File: src/rtl/acf_pkg.sv
package acf_pkg;
    localparam int CFG_BYTES = 8;
    localparam int BYTE_W    = 8;
    localparam int ID_W      = 29;
    localparam int STD_W     = 11;
    localparam int DLC_W     = 4;
    localparam int SEL_W     = $clog2(CFG_BYTES);

    typedef struct packed {
        logic [CFG_BYTES-1:0][BYTE_W-1:0] b;
        logic                             single;
        logic                             basic;
    } acf_cfg_t;

    typedef struct packed {
        logic              ext;
        logic              rtr;
        logic [ID_W-1:0]   id;
        logic [DLC_W-1:0]  dlc;
        logic [BYTE_W-1:0] d0;
        logic [BYTE_W-1:0] d1;
    } acf_frame_t;

    function automatic logic hit_under(input logic [31:0] val,
                                       input logic [31:0] code,
                                       input logic [31:0] mask);
        return ((val ^ code) & ~mask) == 32'd0;
    endfunction
endpackage

File: src/rtl/acf_cfg_store.sv
module acf_cfg_store
    import acf_pkg::*;
(
    input  logic                  clk,
    input  logic                  rst_n,
    input  logic                  run,
    input  logic                  wr_en,
    input  logic [SEL_W-1:0]      wr_sel,
    input  logic [BYTE_W-1:0]     wr_byte,
    input  logic                  mode_single,
    input  logic                  mode_basic,
    output acf_cfg_t              cfg_o,
    output logic                  running_o
);
    typedef struct packed {
        logic [CFG_BYTES-1:0][BYTE_W-1:0] stage;
        acf_cfg_t                         work;
        logic                             run;
    } store_t;

    store_t s_d, s_q;

    always_comb begin
        s_d = s_q;
        if (!run && wr_en) begin
            s_d.stage[wr_sel] = wr_byte;
        end
        if (run && !s_q.run) begin
            s_d.work.b      = s_q.stage;
            s_d.work.single = mode_single;
            s_d.work.basic  = mode_basic;
        end
        s_d.run = run;
    end

    always_ff @(posedge clk) begin
        if (!rst_n) s_q <= '0;
        else        s_q <= s_d;
    end

    assign cfg_o     = s_q.work;
    assign running_o = s_q.run;

    // working configuration frozen while operating
    p_cfg_frozen_r11: assert property (@(posedge clk) disable iff (!rst_n)
        (s_q.run && $past(s_q.run)) |-> $stable(s_q.work));

    // staging bytes ignore writes in operating mode
    p_stage_locked_r11: assert property (@(posedge clk) disable iff (!rst_n)
        run |=> $stable(s_q.stage));
endmodule

File: src/rtl/acf_match.sv
module acf_match
    import acf_pkg::*;
(
    input  acf_cfg_t   cfg,
    input  acf_frame_t frm,
    output logic       hit
);
    localparam int NFILT = 2;
    localparam int HI_W  = 2 * BYTE_W;
    localparam int LO_ID = ID_W - HI_W;
    localparam int NIB   = BYTE_W / 2;

    logic [NFILT-1:0] dual_hit;
    logic single_ext, single_std_id, single_std_data, basic_hit;

    // Single filter, extended layout
    always_comb begin
        single_ext =
            hit_under(32'({cfg.b[0], cfg.b[1], cfg.b[2], cfg.b[3][7:3]}),
                      32'(frm.id),
                      32'({cfg.b[4], cfg.b[5], cfg.b[6], cfg.b[7][7:3]})) &&
            hit_under(32'(frm.rtr), 32'(cfg.b[3][2]), 32'(cfg.b[7][2]));
    end

    // Single filter, standard layout with data bytes
    always_comb begin
        single_std_id =
            hit_under(32'(frm.id[STD_W-1:0]),
                      32'({cfg.b[0], cfg.b[1][7:5]}),
                      32'({cfg.b[4], cfg.b[5][7:5]})) &&
            hit_under(32'(frm.rtr), 32'(cfg.b[1][4]), 32'(cfg.b[5][4]));
        if (frm.rtr || frm.dlc == '0) begin
            single_std_data = 1'b1;
        end else begin
            single_std_data = hit_under(32'(frm.d0), 32'(cfg.b[2]), 32'(cfg.b[6]));
            if (frm.dlc >= DLC_W'(2)) begin
                single_std_data = single_std_data &&
                    hit_under(32'(frm.d1), 32'(cfg.b[3]), 32'(cfg.b[7]));
            end
        end
    end

    // Dual filters
    for (genvar g = 0; g < NFILT; g++) begin : g_dual
        localparam int CI = 2 * g;
        localparam int MI = CFG_BYTES / 2 + 2 * g;
        logic ext_hit, std_hit, data_hit;

        if (g == 0) begin : g_data
            always_comb begin
                data_hit = hit_under(32'(frm.d0),
                                     32'({cfg.b[1][NIB-1:0], cfg.b[3][NIB-1:0]}),
                                     32'({cfg.b[5][NIB-1:0], cfg.b[7][NIB-1:0]}));
            end
        end else begin : g_nodata
            always_comb data_hit = 1'b1;
        end

        always_comb begin
            ext_hit = hit_under(32'(frm.id[ID_W-1:LO_ID]),
                                32'({cfg.b[CI], cfg.b[CI+1]}),
                                32'({cfg.b[MI], cfg.b[MI+1]}));
            std_hit = hit_under(32'(frm.id[STD_W-1:0]),
                                32'({cfg.b[CI], cfg.b[CI+1][7:5]}),
                                32'({cfg.b[MI], cfg.b[MI+1][7:5]})) &&
                      hit_under(32'(frm.rtr), 32'(cfg.b[CI+1][4]),
                                32'(cfg.b[MI+1][4])) &&
                      data_hit;
            dual_hit[g] = frm.ext ? ext_hit : std_hit;
        end
    end

    // Basic one-byte filter
    always_comb begin
        basic_hit = !frm.ext &&
            hit_under(32'(frm.id[STD_W-1:STD_W-BYTE_W]), 32'(cfg.b[0]),
                      32'(cfg.b[CFG_BYTES/2]));
    end

    always_comb begin
        if (cfg.basic)       hit = basic_hit;
        else if (cfg.single) hit = frm.ext ? single_ext
                                           : (single_std_id && single_std_data);
        else                 hit = |dual_hit;
    end
endmodule

File: src/rtl/can_accept_filter.sv
module can_accept_filter
    import acf_pkg::*;
(
    input  logic              clk,
    input  logic              rst_n,
    input  logic              run,
    input  logic              cfg_wr,
    input  logic [2:0]        cfg_sel,
    input  logic [7:0]        cfg_data,
    input  logic              mode_single,
    input  logic              mode_basic,
    input  logic              frm_valid,
    input  logic              frm_ext,
    input  logic              frm_rtr,
    input  logic [28:0]       frm_id,
    input  logic [3:0]        frm_dlc,
    input  logic [7:0]        frm_d0,
    input  logic [7:0]        frm_d1,
    output logic              dec_valid,
    output logic              dec_accept
);
    typedef struct packed {
        logic valid;
        logic accept;
    } dec_t;

    acf_cfg_t   cfg;
    acf_frame_t frm;
    logic       running, hit;
    dec_t       dec_d, dec_q;

    assign frm = '{ext: frm_ext, rtr: frm_rtr, id: frm_id, dlc: frm_dlc,
                   d0: frm_d0, d1: frm_d1};

    acf_cfg_store u_store (
        .clk        (clk),
        .rst_n      (rst_n),
        .run        (run),
        .wr_en      (cfg_wr),
        .wr_sel     (cfg_sel),
        .wr_byte    (cfg_data),
        .mode_single(mode_single),
        .mode_basic (mode_basic),
        .cfg_o      (cfg),
        .running_o  (running)
    );

    acf_match u_match (
        .cfg(cfg),
        .frm(frm),
        .hit(hit)
    );

    always_comb begin
        dec_d        = '0;
        dec_d.valid  = frm_valid && running;
        dec_d.accept = frm_valid && running && hit;
    end

    always_ff @(posedge clk) begin
        if (!rst_n) dec_q <= '0;
        else        dec_q <= dec_d;
    end

    assign dec_valid  = dec_q.valid;
    assign dec_accept = dec_q.accept;

    // accept only comes with a decision strobe
    p_accept_has_valid_r2: assert property (@(posedge clk) disable iff (!rst_n)
        dec_accept |-> dec_valid);

    // a decision follows a frame strobe taken in operating mode
    p_decision_origin_r2: assert property (@(posedge clk) disable iff (!rst_n)
        dec_valid |-> $past(frm_valid && running));

    // no strobe, no decision
    p_no_strobe_r2: assert property (@(posedge clk) disable iff (!rst_n)
        !frm_valid |=> !dec_valid);

    // extended frames never pass the basic filter
    p_basic_ext_reject_r10: assert property (@(posedge clk) disable iff (!rst_n)
        (frm_valid && running && cfg.basic && frm_ext) |=> !dec_accept);
endmodule

File: config.mk
export PLATFORM = sky130hd
export DESIGN_NAME = can_accept_filter
export DESIGN_NICKNAME = d
export VERILOG_FILES = /design/src/rtl/acf_pkg.sv /design/src/rtl/acf_cfg_store.sv /design/src/rtl/acf_match.sv /design/src/rtl/can_accept_filter.sv
export SDC_FILE = /design/constraint.sdc
export NUM_CORES = 1
export LEC_CHECK = 0
export BUFFER_PORTS_ARGS = -buffer_cell sky130_fd_sc_hd__buf_2
export CAP_MARGIN = 15
export CORE_ASPECT_RATIO = 1.75
export CORE_MARGIN = 10
export CORE_UTILIZATION = 65
export CTS_BUF_LIST = sky130_fd_sc_hd__clkbuf_2
export DETAILED_ROUTE_END_ITERATION = 10
export HOLD_SLACK_MARGIN = 0.15
export PLACE_DENSITY = 0.87
export SYNTH_ARGS = -nofsm -noshare
export SYNTH_HDL_FRONTEND = slang
export SYNTH_SLANG_ARGS = --single-unit
File: constraint.sdc
create_clock -name clk -period 4.6 [get_ports clk]
set_input_delay 0.46 -clock clk [delete_from_list [all_inputs] [get_ports clk]]
set_output_delay 0.46 -clock clk [all_outputs]
set_load 0.05 [all_outputs]
After elaboration in Yosys (flattened, before gate mapping) --
Index checks and enable logic that the tools add are counted.
Storage, ports and cells: register bits 133, bits of input ports 69, output and inout bits 2, word-level logic and storage cells 100
Cells by class: magnitude comparators 3, muxes and demuxes 10, bitwise gates (word level) 36, reductions and logical operators 30
Operators with widths (number):
- $and A32 B32 Y32 | 12
- $logic_not A32 Y1 | 12
- $not A8 Y32 | 4
- $not A1 Y32 | 3
- $bwmux W64 | 1
- $not A11 Y32 | 2
- $not A16 Y32 | 2
- $not A29 Y32 | 1
- $xor A16 B16 Y16 | 2
- $xor A8 B8 Y8 | 4
- $xor A29 B29 Y29 | 1
- $demux W8 S3 | 1
- $xor A11 B11 Y11 | 2
- $logic_and A1 B1 Y1 | 12
- $mux W8 | 1
- $mux W1 | 7
- $ge A4 B2 Y1 const B | 1
- $logic_not A4 Y1 | 1
- $lt A3 B4 Y1 const B | 1
- $ge A3 B1 Y1 const B | 1
- $logic_not A1 Y1 | 3
- $xor A1 B1 Y1 | 3
- $reduce_or A2 Y1 | 1
- $logic_or A1 B1 Y1 | 1

Depth between registers and ports, before layout --
Gate-level depths: netlist of the first run.
word-level depth 11, depth in mapped cells 7, gate-level depth less buffers 6

Hierarchy --
From an unflattened synthesis of the first run, not the netlist that was laid out.
Second synthesis, totals: cell total of the unflattened synthesis 769, area total of the unflattened synthesis 6809.0 um^2
Modules (own cells, without submodules):
- acf_cfg_store | times used 1, cells an instance 581, area an instance 5358.9 um^2, seq. area each 2622.5 um^2
- acf_match | times used 1, cells an instance 184, area an instance 1393.8 um^2, seq. area each 0.0 um^2
- can_accept_filter | times used 1, cells an instance 4, area an instance 56.3 um^2, seq. area each 40.0 um^2

Worst setup path before layout of the first run --
No wires, ideal clock.
path type input-to-reg, from in frm_rtr, to reg dec_q, in the netlist dec_accept, library setup time 0.086 ns, arrival time 1.889 ns, required time 4.514 ns, path slack 2.624 ns, stages 6, buffers on the path 1, cell sequence buf_2 -> xnor2_1 -> o22ai_1 -> or4_1 -> o311a_1 -> a221oi_2
On the way: longest elaborated chain between the ends 10, elaborated cells on any way between the ends 23, those cells by class 6 x mux; 6 x bitwise; 11 x reduce/logical
RTL lines:
- start, declared | line can_accept_filter.sv:14 | input logic frm_rtr,
- $xor A1 B1 Y1 | line acf_pkg.sv:27 | return ((val ^ code) & ~mask) == 32'd0;
- $and A32 B32 Y32 | line acf_pkg.sv:27
- $logic_not A32 Y1 | line acf_pkg.sv:27
- $logic_and A1 B1 Y1 | line acf_match.sv:30, acf_match.sv:65
- $logic_and A1 B1 Y1 | line acf_match.sv:67 | 32'(cfg.b[MI+1][4])) &&
- $mux W1 | line acf_match.sv:69 | dual_hit[g] = frm.ext ? ext_hit : std_hit;
- $reduce_or A2 Y1 | line acf_match.sv:84 | else hit = |dual_hit;
- $mux W1 (*) | line acf_match.sv:82 | else if (cfg.single) hit = frm.ext ? single_ext
- $mux W1 (*) | line acf_match.sv:81 | if (cfg.basic) hit = basic_hit;
- $logic_and A1 B1 Y1 (*) | line can_accept_filter.sv:57 | dec_d.accept = frm_valid && running && hit;
- end signal, assigned | line can_accept_filter.sv:61 | if (!rst_n) dec_q <= '0;
- end signal, assigned | line can_accept_filter.sv:62 | else dec_q <= dec_d;
- end, declared | line can_accept_filter.sv:30 | dec_t dec_d, dec_q;
Mark *: on every way between the ends. The rest lies on a longest branch, timed or not. A chain may end at the register's enable or synchronous reset.

Worst setup path after layout of the first run --
from reg u_store.s_q, in the netlist u_store.running_o, to reg u_store.s_q, in the netlist u_store.cfg_o[43]
On the way: longest elaborated chain between the ends 2
RTL lines:
- start, declared | line acf_cfg_store.sv:21 | store_t s_d, s_q;
- start signal, assigned | line acf_cfg_store.sv:37 | if (!rst_n) s_q <= '0;
- start signal, assigned | line acf_cfg_store.sv:38 | else s_q <= s_d;
- $logic_not A1 Y1 | line acf_cfg_store.sv:28 | if (run && !s_q.run) begin
- $logic_and A1 B1 Y1 | line acf_cfg_store.sv:28
Every way passes these cells.

==> results of run 1 <==
[cells by family (layout without fill, tap and decap cells)]
family / after synthesis / count (layout)
compound gates: 119 / 119
xor+xnor: 94 / 94
buf+inv: 58 / 121
flops: 133 / 133
mux: 64 / 64
other cells: 0 / 1
simple gates: 236 / 236
[stage by stage]
step	std cells	hold slack [ns]
4_1_cts	889	0.2074
3_3_place_gp	844	0.4448
2_1_floorplan	704	0.4403
3_5_place_dp	844	0.4601
5_1_grt	890	0.2558
6_report	890	0.2317
[timing repair]
item,4_1_cts,5_1_grt
setup endpoints to repair,0,0
endpoints found under the hold margin,33,0
hold buffers,13,0
[layout by cell type (no fill, tap or decap), types with 3 or more instances in the layout]
| cell | Yosys | routed |
|---|---|---|
| nor3b_1 | 3 | 3 |
| clkinvlp_4 | 0 | 5 |
| xnor2_1 | 93 | 93 |
| nor3_1 | 4 | 4 |
| nor2b_1 | 65 | 64 |
| nor2_1 | 5 | 5 |
| mux2i_1 | 64 | 64 |
| or4_1 | 3 | 3 |
| nand2_1 | 136 | 136 |
| dfxtp_1 | 133 | 133 |
| dlygate4sd3_1 | 0 | 13 |
| clkinv_1 | 0 | 3 |
| o22ai_1 | 46 | 46 |
| nor4_1 | 9 | 9 |
| nand3b_1 | 3 | 3 |
| clkbuf_2 | 0 | 18 |
| buf_4 | 0 | 5 |
| a21boi_0 | 66 | 66 |
| buf_2 | 7 | 70 |
[where the power goes]
group / total, mW / switching, mW / internal, mW
Sequential: 1.18 / 0.0119 / 1.17
Clock: 0.677 / 0.433 / 0.244
Combinational: 0.231 / 0.129 / 0.102
Total: 2.09 / 0.574 / 1.51
[state kept, by name (all words and copies together), names as in the netlist]
| name | count |
|---|---|
| dec_valid | 1 |
| u_store.cfg_o | 66 |
| u_store.running_o | 1 |
| dec_accept | 1 |
| u_store.s_q | 64 |
[final timing paths]
path	to	slack (ns)	cells after the start
min reg2reg	u_store.cfg_o[30]$_SDFFE_PN0P_	0.46	2
max	u_store.cfg_o[43]$_SDFFE_PN0P_	2.29	4
max reg2reg	u_store.cfg_o[43]$_SDFFE_PN0P_	2.29	4
min	dec_accept$_SDFF_PN0_	0.23	5
[worst reg2reg max path, delay by kind of cell, from the launching register on]
kind                   cells  cell delay [ns]
AND/OR/NAND/NOR            2             1.00
flip-flops                 1             0.46
buffers and inverters      1             0.43
AO/OA/AOI/OAI              1             0.31
[per-layer routing]
layer,vias to the layer above,part of all wire,global-route usage
met3,107,0.083,0.06987
met4,0,0.079,0.2158
met2,348,0.49,0.4752
met5,-,0,0
met1,2601,0.35,0.3161
li1,2467,-,-
[area by class of cell]
class | instances | area share
multi-input combinational | 513 | 0.4921
sequential | 133 | 0.3793
timing repair buffer | 88 | 0.07378
tap | 122 | 0.02174
clock inverter | 14 | 0.01943
clock buffer | 18 | 0.01283
inverter | 1 | 0.0005347
antenna | 1 | 0.0003564
==> results.md, run 1 <==
* Setup WS pre-CTS at 2.358 ns
* Worst setup margin at 2.291 ns
* Reg area at 2663 um2
* Clk_skew at 0.02733 ns
* Share of cells above drive strength 1 at 0.1421
* RSZ-0062 raised after global routing: false
* Clock sinks at 133
* Min-delay src: frm_dlc[0]
* WP data arrival at 2.90 ns
* CTS buffer count at 17
* Rows at 47
* Initial detailed-routing violation count at 509
* Achievable Freq at 433.1 MHz
* Power per cell area at 297.1 nW/um2
* Yosys warns at 0
* Peak VDD IR at 0.0003192 V
* Antenna-violating nets left at 0
* Hold Crit Class: primary input to flop
* Starting density of the core at 0.6688
* Area share of the largest cell type after synthesis at 0.4179
* Reg-to-reg critical path startpoint: u_store.running_o$_SDFF_PN0_
* Status: complete, no violations
* Buf+Inv Stages, Crit Path at 1
* Post-Synth XOR/XNOR Area at 0.1304
* First-pass GRT wire length at 31040 um
* Synth Area in Simple Gates at 0.1777
* Setup crit end kind: flop
* Final worst path period need at 2.309 ns
* GR Util All Layers at 0.2904
* Post-cts gate resize count at 0
* Post-Syn Area at 6371 um2
* CTS root buffer: clkbuf_2
* Leakage at 2.427 nW
* Highest-delay cell along the critical path: nor2b_4
* CP Class: flop to flop
* DRC Markers at 0
* Routed wire length per instance at 23.36 um
* CP Max Fanout at 44
* Layout area overhead at 10.19%
* Final WL at 20790 um
* Detailed Routing Iterations Pass 1 at 5
* Yosys top cell by area: dfxtp_1
* Syn avg cell area at 9.050 um2
* Synth Area in Adders at 0
* Mean number of vias per cell at 6.206
* Total power at 2.086 mW
* Multiplexer share of the synthesized area at 0.1005
* Clock Latency Late Sink at 0.70 ns
* Hpwl dp at 14590 um
* Share of flip-flops with an asynchronous set or reset at 0
* Worst slew pin tran at 1.227 ns
* Final period utilization at 0.5020
* Largest cells by area after synthesis: dfxtp_1 (42%), xnor2_1 (13%), mux2i_1 (10%)
* Top cell family by delay on the critical path: simple AND/OR/NAND/NOR gates
* Main combinational cell family by area after synthesis: simple AND/OR/NAND/NOR gates
* Sequential area share after synthesis at 0.4179
* Number of distinct library cells after synthesis at 31
* Multi-input logic area at 3455 um2
* Final non-filler cell area at 7020 um2
* Final Core Density at 0.7369
* Cell area after placement at 6661 um2
* Die Span X at 94.84 um
* Post-synth EDFFs at 0
* Max cap viols at 0
* RePlAce Congestion at 1.014
* Post-route setup TNS at 0 ns
* Die Height at 151.0 um
* Largest net degree at the start of global routing at 73
* Io pins at 71
* Initial antenna violation count at 1
* Global route overflow at 0
* Startpoint types: flop
* Commonest cells post-synth: nand2_1 (136), dfxtp_1 (133), xnor2_1 (93)
* Final setup violation count at 0
* Die area at 14320 um2
* Cell with the most instances after synthesis: nand2_1
* Syn Inst Count at 704
* Max-slew violations at 0
* I/O Buffers at 70
* Main synth FF type: dfxtp_1
* Max clock buf depth at 2
* Vias in the first global route at 5469
* TritonCTS clock tree: done
* Core ar. at 9527 um2
* Total number of vias at 5523
* Setup Fix Bufs, Post-CTS at 0
* Worst endpoint required time at 5.19 ns
* Compound-cell area share of the yosys netlist at 0.1320
* Hold violation count in the final report at 0
* Syn Nets at 773
* Max incr delay on CP at 0.86 ns
* Worst path cell trace: nor2b_4, buf_4, nand2_1, a21boi_0
* Layout Nets at 823
* Critical path origin: u_store.running_o$_SDFF_PN0_
* Worst slew margin at 0.1792
* H-tree Lvls at 4
* Reg clk slew, reported paths at 0.20 ns
* Synthesis-stage register bit count at 133
* Filler cell count at 668
Power figures use the tool's default switching activity.
==> inputs of run 2 (changes only) <==
--- a/config.mk
+++ b/config.mk
@@ -5,15 +5,16 @@
 export SDC_FILE = /design/constraint.sdc
 export NUM_CORES = 1
 export LEC_CHECK = 0
+export ABC_AREA = 1
 export BUFFER_PORTS_ARGS = -buffer_cell sky130_fd_sc_hd__buf_2
 export CAP_MARGIN = 15
 export CORE_ASPECT_RATIO = 1.75
 export CORE_MARGIN = 10
-export CORE_UTILIZATION = 65
+export CORE_UTILIZATION = 61
 export CTS_BUF_LIST = sky130_fd_sc_hd__clkbuf_2
 export DETAILED_ROUTE_END_ITERATION = 10
 export HOLD_SLACK_MARGIN = 0.15
-export PLACE_DENSITY = 0.87
+export PLACE_DENSITY = 0.82
 export SYNTH_ARGS = -nofsm -noshare
 export SYNTH_HDL_FRONTEND = slang
 export SYNTH_SLANG_ARGS = --single-unit
==> constraint.sdc (replaced) <==
create_clock -name clk -period 2.39 [get_ports clk]
set_input_delay 0.239 -clock clk [delete_from_list [all_inputs] [get_ports clk]]
set_output_delay 0.239 -clock clk [all_outputs]
set_load 0.05 [all_outputs]
==> results.md, run 2 <==
* Status: complete, no violations
* Post-cts gate resize count at 0
* RSZ-0062 raised after global routing: false
* Hold Crit Class: primary input to flop
* Max reg flops at 66
* Yosys warns at 0
* Die area at 15290 um2
* Commonest cells post-synth: nand2_1 (234), nor2_1 (184), o21ai_0 (139)
* Power per cell area at 609.3 nW/um2
* Main combinational cell family by area after synthesis: simple AND/OR/NAND/NOR gates
* Die Height at 156.3 um
* Syn avg cell area at 6.248 um2
* Startpoint types: flop
* Layout area overhead at 14.31%
* Final WL at 19850 um
* Syn Nets at 1105
* Flop pwr share at 0.528
* Detailed Routing Iterations Pass 1 at 6
* TritonCTS clock tree: done
* Fin cells at 1262
* Mean number of vias per cell at 5.414
* Routed wire length per instance at 15.73 um
* Clk_skew at 0.03201 ns
* CTS root buffer: clkbuf_2
* Cell Count Post-Placement at 1206
* Vias in the first global route at 6438
* Antenna-violating nets left at 0
* CP Max Fanout at 4
* Area share of the largest cell type after synthesis at 0.4114
* Largest net degree at the start of global routing at 133
* Worst slew pin tran at 0.5506 ns
* Rows at 49
* Cell with the most instances after synthesis: nand2_1
* I/O Buffers at 70
* Final setup violation count at 0
* Initial detailed-routing violation count at 551
* Clock Latency Late Sink at 0.70 ns
* Synthesis-stage register bit count at 133
* Io pins at 71
* First-pass GRT wire length at 31550 um
* Clock sinks at 133
* Achievable Freq at 476.1 MHz
* Total number of vias at 6832
* CP Class: flop to flop
* Initial antenna violation count at 1
* Worst slew margin at 0.6316
* CTS buffer count at 17
* Leakage at 3.634 nW
* WP data arrival at 2.76 ns
* Starting density of the core at 0.6247
* Peak VDD IR at 0.0005597 V
* Max incr delay on CP at 0.56 ns
* Yosys top cell by area: dfxtp_1
* Combinational fraction of design power at 0.166
* Main synth FF type: dfxtp_1
* Most frequent cells in the layout: nand2_1 (234), nor2_1 (184), o21ai_0 (139)
* Post-route setup TNS at 0 ns
* Synth Area in Simple Gates at 0.3151
* Int Power at 3.068 mW
* Multiplexer share of the synthesized area at 0
* Share of cells above drive strength 1 at 0.1049
* RePlAce Congestion at 1.014
* Post-synth EDFFs at 0
* Clock power frac at 0.306
* Commonest non-fill, non-tap cell in the layout: nand2_1
* Hpwl dp at 14970 um
* Highest-delay cell along the critical path: dlygate4sd3_1
* Number of distinct library cells after synthesis at 19
* Share of flip-flops with an asynchronous set or reset at 0
* GR Util All Layers at 0.2545
* Final worst path period need at 2.100 ns
* Switching share of total power at 0.3195
* Switch Pwr at 1.440 mW
* Max-slew violations at 0
* Reg clk slew, reported paths at 0.21 ns
* Setup crit end kind: flop
* Hold violation count in the final report at 0
* Post-Synth XOR/XNOR Area at 0
* Max clock buf depth at 2
* Global route overflow at 0
* Largest cells by area after synthesis: dfxtp_1 (41%), nand2_1 (14%), o21ai_0 (11%)
* Core ar. at 10360 um2
* Post-Syn Area at 6472 um2
* H-tree Lvls at 4
* Syn Inst Count at 1036
* Die Span X at 97.87 um
* Worst path cell trace: inv_1, o21ai_1, nand3_1, nor2_1, nand2_1, nand2_1, nand2_1, dlygate4sd3_1, a21oi_2
* Sequential area share after synthesis at 0.4114
* Synth Area in Adders at 0
* DRC Markers at 0
* Layout Nets at 1190
* Worst endpoint required time at 3.05 ns
* Max cap viols at 0
* Final period utilization at 0.8789
* Most frequent CP cell: nand2_1
* Compound-cell area share of the yosys netlist at 0.1699
-- run 2: cell count changes after synthesis, moves of 9 or more --
cell      delta
nor2b_1     -65
a21oi_1     +77
inv_1      +132
o22ai_1     -46
nand2_1     +98
nor4_1       -9
nor2_1     +179
mux2i_1     -64
a21boi_0    -66
nand3_1     +82
o21ai_0    +137
xnor2_1     -93
clkbuf_1    -21
-- run 2: final timing paths --
kind | start | endpoint | slack, ns | cells after the start
setup / recovery | u_store.cfg_o[6]$_SDFFE_PN0P_ | dec_accept$_SDFF_PN0_ | 0.29 | 9
hold reg to reg | u_store.cfg_o[41]$_SDFFE_PN0P_ | u_store.cfg_o[41]$_SDFFE_PN0P_ | 0.50 | 2
setup reg to reg | u_store.cfg_o[6]$_SDFFE_PN0P_ | dec_accept$_SDFF_PN0_ | 0.29 | 9
hold / removal | cfg_wr | u_store.s_q[118]$_SDFFE_PN0P_ | 0.19 | 7
-- run 2: timing repair --
item	CTS	global route
setup endpoints to repair	0	0
hold buffers	23	0
buffers inserted	0	0
hold endpoints to repair	101	0
-- run 2: critical path, delay by kind of cell, from the launching register on --
kind / cells / cell delay, ns
buf+inv: 2 / 0.64
simple gates: 5 / 0.57
flops: 1 / 0.38
compound gates: 2 / 0.51
-- run 2: final cells by class --
| type | instances | area (um2) |
|---|---|---|
| clock buffers | 18 | 90.09 |
| diodes | 1 | 2.502 |
| multi-input cells | 729 | 3139 |
| flip-flops and latches | 133 | 2663 |
| well taps | 127 | 158.9 |
| inverters | 137 | 515.5 |
| fillers | 949 | 2963 |
| repair buffers | 103 | 680.7 |
| clock inverters | 14 | 148.9 |
-- run 2: routing by layer --
layer	part of all wire	up-vias	track usage
met5	0	-	0
met4	0.071	0	0.1892
met3	0.059	76	0.05644
met2	0.47	228	0.4202
met1	0.40	3081	0.2796
li1	-	3447	-
-- run 2: cell families after synthesis --
kind of cell / count (synthesis)
AO/OA/AOI/OAI: 219
buffers and inverters: 174
flip-flops: 133
AND/OR/NAND/NOR: 510
-- run 2: stage by stage --
| stage | total power, mW | utilization | instance area [um2] | hold WS (ns) | worst slack, ns |
|---|---|---|---|---|---|
| floorplan | 2.869 | - | 6472 | 0.3325 | 1.198 |
| global placement | 3.116 | 0.6685 | 6927 | 0.4407 | 0.8117 |
| detailed placement | 3.127 | 0.6685 | 6927 | 0.4628 | 0.7589 |
| CTS | 4.498 | 0.7138 | 7396 | 0.1687 | 0.3114 |
| global route | 4.702 | 0.7140 | 7398 | 0.2207 | 0.1317 |
| finish | 4.508 | 0.7140 | 7398 | 0.1867 | 0.2895 |
-- run 2: power by group through the flow --
stage               Clock (mW)  Sequential (mW)  Combinational (mW)
global route              1.47             2.39               0.840
finish                    1.38             2.38               0.748
global placement             0             2.42               0.695
CTS                       1.39             2.38               0.736
detailed placement           0             2.42               0.705
floorplan                    0             2.41               0.464
